===== src/rtl/mem_lp_ctrl.sv =====
module mem_lp_ctrl #(
  parameter int CODE_W = 4,
  parameter int CNT_W  = 19
) (
  input  logic              clk,
  input  logic              rst_n,
  input  logic              req_valid,
  input  logic              req_read,
  input  logic [1:0]        lp_mode,
  input  logic [CODE_W-1:0] cs_code,
  input  logic [CODE_W-1:0] sr_code,
  input  logic              exit_done,
  output logic              req_stall,
  output logic              cs_enter,
  output logic              cs_exit,
  output logic              sr_enter,
  output logic              sr_exit,
  output logic              in_lp
);
  typedef enum logic [1:0] {ST_RUN = 2'd0, ST_CS = 2'd1, ST_SR = 2'd2, ST_EXIT = 2'd3} st_t;

  st_t               st;
  logic [CNT_W-1:0]  cnt, thr;
  logic [CODE_W-1:0] act_cs, act_sr, sel_code;
  logic [1:0]        mode_q;
  logic              lp_on, load, restart;

  assign lp_on     = (lp_mode == 2'd1) || (lp_mode == 2'd2);
  assign in_lp     = (st != ST_RUN);
  assign req_stall = req_valid && in_lp;
  assign load      = req_valid && req_read && !req_stall;
  assign restart   = !lp_on || req_valid || (lp_mode != mode_q);
  assign sel_code  = (lp_mode == 2'd2) ? act_sr : act_cs;
  assign thr       = (sel_code == '0) ? '0
                   : ({{(CNT_W-1){1'b0}}, 1'b1} << (32'(sel_code) + 32'd3));

  always_ff @(posedge clk) begin
    if (!rst_n) begin
      st       <= ST_RUN;
      cnt      <= '0;
      act_cs   <= '0;
      act_sr   <= '0;
      mode_q   <= 2'd0;
      cs_enter <= 1'b0;
      sr_enter <= 1'b0;
      cs_exit  <= 1'b0;
      sr_exit  <= 1'b0;
    end else begin
      cs_enter <= 1'b0;
      sr_enter <= 1'b0;
      cs_exit  <= 1'b0;
      sr_exit  <= 1'b0;
      mode_q   <= lp_mode;
      if (load) begin
        act_cs <= cs_code;
        act_sr <= sr_code;
      end
      case (st)
        ST_RUN: begin
          if (restart) cnt <= '0;
          else if (cnt >= thr) begin
            cnt      <= '0;
            st       <= st_t'(lp_mode);
            sr_enter <= (lp_mode == 2'd2);
            cs_enter <= (lp_mode == 2'd1);
          end else cnt <= cnt + 1'b1;
        end
        ST_CS, ST_SR: begin
          if (req_valid || (lp_mode != 2'(st))) begin
            st      <= ST_EXIT;
            sr_exit <= (st == ST_SR);
            cs_exit <= (st == ST_CS);
          end
        end
        default: if (exit_done) st <= ST_RUN;
      endcase
    end
  end

  p_pulse_onehot_r4: assert property (@(posedge clk) disable iff (!rst_n)
    $onehot0({cs_enter, sr_enter, cs_exit, sr_exit}));
  p_sr_mode_r4: assert property (@(posedge clk) disable iff (!rst_n)
    sr_enter |-> $past(lp_mode) == 2'd2);
  p_cs_mode_r4: assert property (@(posedge clk) disable iff (!rst_n)
    cs_enter |-> $past(lp_mode) == 2'd1);
  p_off_modes_r5: assert property (@(posedge clk) disable iff (!rst_n)
    !lp_on |=> !(cs_enter || sr_enter));
  p_exit_on_req_r8: assert property (@(posedge clk) disable iff (!rst_n)
    (st == ST_CS || st == ST_SR) && req_valid |=> (cs_exit || sr_exit));
  p_release_r8: assert property (@(posedge clk) disable iff (!rst_n)
    (st == ST_EXIT) && exit_done |=> !in_lp);
  p_no_reenter_r10: assert property (@(posedge clk) disable iff (!rst_n)
    $past(in_lp) |-> !(cs_enter || sr_enter));
endmodule


===== config.mk =====
export PLATFORM = sky130hd
export DESIGN_NAME = mem_lp_ctrl
export DESIGN_NICKNAME = d
export VERILOG_FILES = /design/src/rtl/mem_lp_ctrl.sv
export SDC_FILE = /design/constraint.sdc
export NUM_CORES = 1
export LEC_CHECK = 0
export BUFFER_PORTS_ARGS = -buffer_cell sky130_fd_sc_hd__buf_2
export CAP_MARGIN = 0
export CORE_ASPECT_RATIO = 0.7
export CORE_MARGIN = 4
export CORE_UTILIZATION = 50
export DETAILED_ROUTE_END_ITERATION = 12
export GPL_ROUTABILITY_DRIVEN = 0
export GPL_TIMING_DRIVEN = 1
export PLACE_DENSITY = 0.75
export SLEW_MARGIN = 20
export SYNTH_ARGS = -nofsm -noshare
export SYNTH_HDL_FRONTEND = slang
export SYNTH_SLANG_ARGS = --single-unit

===== constraint.sdc =====
create_clock -name clk -period 5.58 [get_ports clk]
set_input_delay 0.837 -clock clk [delete_from_list [all_inputs] [get_ports clk]]
set_output_delay 0.837 -clock clk [all_outputs]
set_load 0.01 [all_outputs]

* After elaboration in Yosys (flattened, before gate mapping)
Index checks and enable logic that the tools add are counted.
W data, S select, Z words.
** Cells by class
- Shift-type cells :: 1
- Multiplexer cells :: 9
- Add/subtract/negate cells :: 2
- Reduce and logical (&&, ||, !) cells :: 17
- $lt $le $gt $ge :: 1
- Bitwise gates (word level) :: 3
- Eq/ne operators :: 9
** Operators with widths (count)
- $mux W19 :: 3
- $add A19 B1 Y19 const B :: 1
- $ge A19 B19 Y1 :: 1
- $shl A1 B5 Y19 const A :: 1
- $mux W2 :: 4
- $ne A2 B2 Y1 const B :: 3
- $add A4 B2 Y5 const B :: 1
- $eq A2 B1 Y1 const B :: 2
- $eq A2 B2 Y1 const B :: 2
- $logic_not A4 Y1 :: 1
- $logic_or A1 B1 Y1 :: 4
- $mux W4 :: 1
- $ne A2 B2 Y1 :: 2
- $pmux W2 S2 :: 1
- $reduce_and A4 Y1 :: 1
- $reduce_or A4 Y1 :: 1
- $logic_and A1 B1 Y1 :: 3
- $not A1 Y1 :: 3
- $reduce_and A3 Y1 :: 1
- $reduce_bool A3 Y1 :: 1
- $logic_not A1 Y1 :: 2
- $logic_not A2 Y1 :: 1
- $reduce_bool A2 Y1 :: 1
- $reduce_or A2 Y1 :: 1
** Storage, ports and cells
- Logic and storage cells :: 51
- Flip-flop bits (word level) :: 35
- Output and inout bits :: 6

* Longest topological paths before layout
- Depth after elaboration :: 9
- Gate-level depth with buffers :: 14

* Worst setup path after synthesis
Ideal clock, no wire load.
- Path type :: in2reg
- Start :: input lp_mode[0]
- End :: register cnt[12]
- Data arrival time :: 3459 ps
- Slack :: 2002 ps
- Cell stages on the path :: 14
- Cell sequence :: inv_1 > ha_1 > clkbuf_1 > nand3_1 > o21ai_0 > nand2_1 > ha_1 > and4_1 > nand4_1 > or3_4 > o2111ai_4 > buf_6 > nor3_1 > a211o_1
** On the way
- Word-level cells in the longest chain between the ends :: 8
- Elaborated cells between the ends (all ways) :: 15
- Classes of those cells :: add/sub: 1; order compare: 1; eq/ne: 3; shift: 1; mux: 4; reduce/logical: 5
** Ends and longest elaborated chain
- from (decl) :: line 9 : input logic [1:0] lp_mode,
- $eq A2 B2 Y1 :: line 28, 33
- $mux W4 :: line 33 : assign sel_code = (lp_mode == 2'd2) ? act_sr : act_cs;
- $add A4 B2 Y5 :: line 35 : : ({{(CNT_W-1){1'b0}}, 1'b1} << (32'(sel_code) + 32'd3));
- $shl A1 B5 Y19 :: line 35
- $mux W19 :: line 34 : assign thr = (sel_code == '0) ? '0
- $ge A19 B19 Y1 :: line 61 : else if (cnt >= thr) begin
- $mux W19 :: line 61
- $mux W19 * :: line 60 : if (restart) cnt <= '0;
- to (signal assigned) :: line 66 : end else cnt <= cnt + 1'b1;
- to (decl) :: line 23 : logic [CNT_W-1:0] cnt, thr;
Every way passes the cells marked *; elsewhere a longest branch is shown, timed or not.
A chain may end at the register's enable or synchronous reset.

* Final worst setup path
- Start :: input lp_mode[0]
- End :: register cnt[18]
The elaborated chain is that of the path after synthesis.

==> PnR_summary.wiki <==
{| class="wikitable"
! Metric !! Value
|-
| Primary flip-flop cell chosen by synthesis mapping || sky130_fd_sc_hd__dfxtp_1
|-
| Number of slew-limit violations in the final report || 0
|-
| Area share of the leading cell type in the synthesized netlist || 0.2955
|-
| Synthesis warning total || 0
|-
| CP Class || in -> reg
|-
| R2r setup slk || 2.35 ns
|-
| Max clock buf depth || 2
|-
| Combinational cell fraction of total power || 0.093
|-
| Library cells used by synthesis || 46
|-
| Wire length of the first global-routing pass || 8466 um
|-
| Launching element of the worst setup path || lp_mode[0]
|-
| Height of the die || approximately 66 um
|-
| TritonCTS clock tree || yes
|-
| Mean Syn Cell Area || 8.148 um^2
|-
| Number of optimization iterations in the first detailed-route pass || 4
|-
| Cell Int Power || ~0.36 mW
|-
| Cell area after technology mapping || between 0.002 and 0.0025 mm^2
|-
| Nets@finish || 353
|-
| Number of antenna violations at the first check in global routing || 0
|-
| Register clock-pin slew on the reported worst setup and hold paths || 0.07 ns
|-
| Drc violations || 0
|-
| Max Fanout on Critical Path || 24
|-
| Leakage dissipation || 1.152 nW
|-
| Buffers inserted by post-CTS timing repair || 0
|-
| Top post-synthesis cells by count || sky130_fd_sc_hd__nand2_1 (51), sky130_fd_sc_hd__dfxtp_1 (35), sky130_fd_sc_hd__ha_1 (26), sky130_fd_sc_hd__nor2_1 (17), sky130_fd_sc_hd__o21ai_0 (16)
|-
| Insertion delay to the later sink of the worst-skew pair || 0.29 ns
|-
| Async set-reset flop share out of synthesis || 0
|-
| Destination of the critical timing path || cnt[18]
|-
| Gates resized, CTS repair || 0
|-
| Critical path data required time || 5.76 ns
|-
| Total routed wirelength || 4985 um
|-
| Setup repair after global routing missed its margin || no
|-
| Proportion of layout cells with a drive suffix above 1 || 0.1118
|-
| Floorplan row count || 20
|-
| Initial drt markers || 109
|-
| Overall fraction of global-route tracks in use || 0.1748
|-
| CTS buffer count || 5
|-
| Number of failing hold endpoints at the final stage || 0
|-
| Crit path time final || 3.965 ns
|-
| Maximum clock rate || 252.2 MHz
|-
| Cell with the most instances after synthesis || sky130_fd_sc_hd__nand2_1
|-
| Clock Skews || between 0.006 and 0.007 ns
|-
| Placement-stage cell area || 0.002500 mm^2
|-
| Routed wirelength normalized by instance count || 13.55 um
|-
| Worst EP arrival || 4.15 ns
|-
| Worst Slack Setup Final || 1.615 ns
|-
| Die ar. || 0.005925 mm^2
|-
| Clock share of power || 0.369
|-
| Die outline width || 90.31 um
|-
| Worst Max-Slew Pin Slew || 0.6520 ns
|-
| Max cap viols || 0
|-
| Cell type with the highest aggregate area in the netlist || sky130_fd_sc_hd__dfxtp_1
|-
| Number of vias in the routed layout || 2040
|-
| Worst slack at placement || roughly 1.4 ns
|-
| Drt via density || 5.543
|-
| Number of H-tree levels || 2
|-
| Count of antenna-violating nets left after detailed routing || 0
|-
| Power per Cell Area || 185.4 mW/mm^2
|-
| Diode count || 0
|-
| Sequential-to-total area share from yosys stat || 0.2955
|-
| Sw Pwr || 0.1173 mW
|-
| Largest cells by area after synthesis || sky130_fd_sc_hd__dfxtp_1 (30%), sky130_fd_sc_hd__ha_1 (14%), sky130_fd_sc_hd__nand2_1 (8.1%), sky130_fd_sc_hd__mux2i_1 (4.2%), sky130_fd_sc_hd__nor2b_1 (3.4%)
|-
| Endpoint of the worst register-to-register path || cnt[18]
|-
| Area Overhead vs Synth || 8.971%
|-
| Summed area of non-filler cells in the final layout || 0.002584 mm^2
|-
| Fraction of power spent switching nets || 0.2450
|-
| Number of hold buffers added after cts || 0
|-
| Half-perimeter wire length of the detailed placement result || 3775 um
|-
| Core region area || about 0.0045 mm^2
|-
| Status || complete, no violations
|-
| Effective utilization at floorplan || 0.5323
|-
| Part of the power in registers || 0.538
|-
| Flip-flop and latch count after synthesis || 35
|-
| Vias in the first global route || ~1800
|-
| Clk sink count || 35
|-
| Number of cells on the worst reg-to-reg path || 10
|-
| Maximum number of pins on one net before global-route repair || 25
|-
| Power, Total || 0.4789 mW
|-
| Count of final setup violators || 0
|-
| Kind of end point of the critical path || flip-flop
|-
| Min-Delay Path Class || reg -> reg
|-
| Count of buffers from port buffering || 20
|-
| Share of the clock period used by the worst path after layout || 0.7105
|-
| Highest ir drop seen on vdd || 0.09334 mV
|-
| Worst slew margin || 0.5633
|-
| Setup TNS after final layout || 0 ns
|-
| Start of the worst register-to-register path || act_cs[0]
|-
| Count of flip-flops with a built-in enable after synthesis || 0
|-
| Gate count after technology mapping || roughly 290
|-
| Clock root cell || sky130_fd_sc_hd__clkbuf_8
|-
| Number of top-level pins || 21
|-
| Leftover overflow at the end of global routing || 0
|-
| Startpoint kind of the worst setup timing path || primary input
|}
layout make-up:
type,instances,area [um^2]
flip-flops and latches,35,700.7
fillers,412,1871
well taps,55,68.82
clock buffers,7,76.32
clock inverters,1,5.005
inverters,10,37.54
multi-input cells,240,1595
repair buffers,20,100.1
worst min-delay path by stage:
stage	cells past startpoint	to	startpoint	slack, ns
5_1_grt	1	cnt[10]	cnt[10]	0.56
3_5_place_dp	2	cnt[13]	cnt[13]	0.51
6_report	2	cnt[13]	cnt[13]	0.51
4_1_cts	2	cnt[13]	cnt[13]	0.52
3_3_place_gp	2	cnt[13]	cnt[13]	0.49
2_1_floorplan	2	cnt[13]	cnt[13]	0.46
routing by layer:
metal | up-vias | track usage | wire, um
met4 | 0 | 0.05916 | 78
met2 | 28 | 0.2688 | 2152
met3 | 9 | 0.04233 | 191
met5 | - | 0 | 0
met1 | 946 | 0.2406 | 2562
li1 | 1057 | - | -
layout by cell type, fill, tap and decap left out, drive strengths merged, types with 2 or more instances in the layout:
master / netlist / layout
nand2: 51 / 51
a211o: 4 / 4
nor3b: 2 / 2
o31ai: 3 / 3
nor3: 5 / 5
a21o: 8 / 8
or3b: 2 / 2
inv: 10 / 10
o22a: 2 / 2
and4: 2 / 2
mux2i: 10 / 10
clkbuf: 5 / 7
o21a: 3 / 3
nand3: 7 / 7
nand3b: 4 / 4
nor2b: 13 / 13
or3: 7 / 7
a21oi: 15 / 15
ha: 26 / 26
conb: 2 / 4
dfxtp: 35 / 35
nand4: 2 / 2
xor2: 4 / 4
nor2: 17 / 17
or4: 2 / 2
buf: 2 / 20
and3: 5 / 5
xnor2: 4 / 4
and2: 7 / 7
nand2b: 4 / 4
o21ai: 18 / 18
cell families (layout without fill, tap and decap cells):
kind of cell	Yosys count	in the layout	share of synthesized area
other cells	2	4	0.003167
compound gates	59	59	0.1678
flops	35	35	0.2955
xor+xnor	8	8	0.02955
mux	10	10	0.04222
buf+inv	18	38	0.03588
fa+ha+maj	26	26	0.1372
simple gates	133	133	0.2887
power groups by stage:
stage                     sequential (mW)  combinational [mW]  clock (mW)
after floorplan                     0.262              0.0325           0
after global placement              0.263              0.0430           0
after detailed placement            0.263              0.0443           0
after CTS                           0.258              0.0445       0.181
after global routing                0.258              0.0505       0.190
final                               0.258              0.0446       0.177
metrics by stage:
| step | util | hold WS (ns) | cells |
|---|---|---|---|
| floorplan | - | 0.4631 | 293 |
| global placement | 0.5612 | 0.4914 | 360 |
| detailed placement | 0.5612 | 0.5054 | 360 |
| CTS | 0.5795 | 0.5154 | 368 |
| global route | 0.5801 | 0.5601 | 368 |
| finish | 0.5801 | 0.5111 | 368 |
critical path, stage by stage:
cell,delay (ns)
sky130_fd_sc_hd__buf_2,0.15
sky130_fd_sc_hd__inv_1,0.06
sky130_fd_sc_hd__ha_1,0.36
sky130_fd_sc_hd__o21ai_0,0.52
sky130_fd_sc_hd__nand2_1,0.12
sky130_fd_sc_hd__ha_1,0.30
sky130_fd_sc_hd__and4_1,0.24
sky130_fd_sc_hd__nand4_1,0.16
sky130_fd_sc_hd__or3_4,0.44
sky130_fd_sc_hd__o2111ai_4,0.55
sky130_fd_sc_hd__nor2_1,0.12
sky130_fd_sc_hd__a211o_1,0.29
state kept, by name, summed over array words and instances (netlist names):
name	cells
act_cs	4
cnt	19
act_sr	4
sr_exit	1
cs_exit	1
sr_enter	1
st	2
mode_q	2
cs_enter	1
No activity file was read; power rests on OpenSTA's default activity.
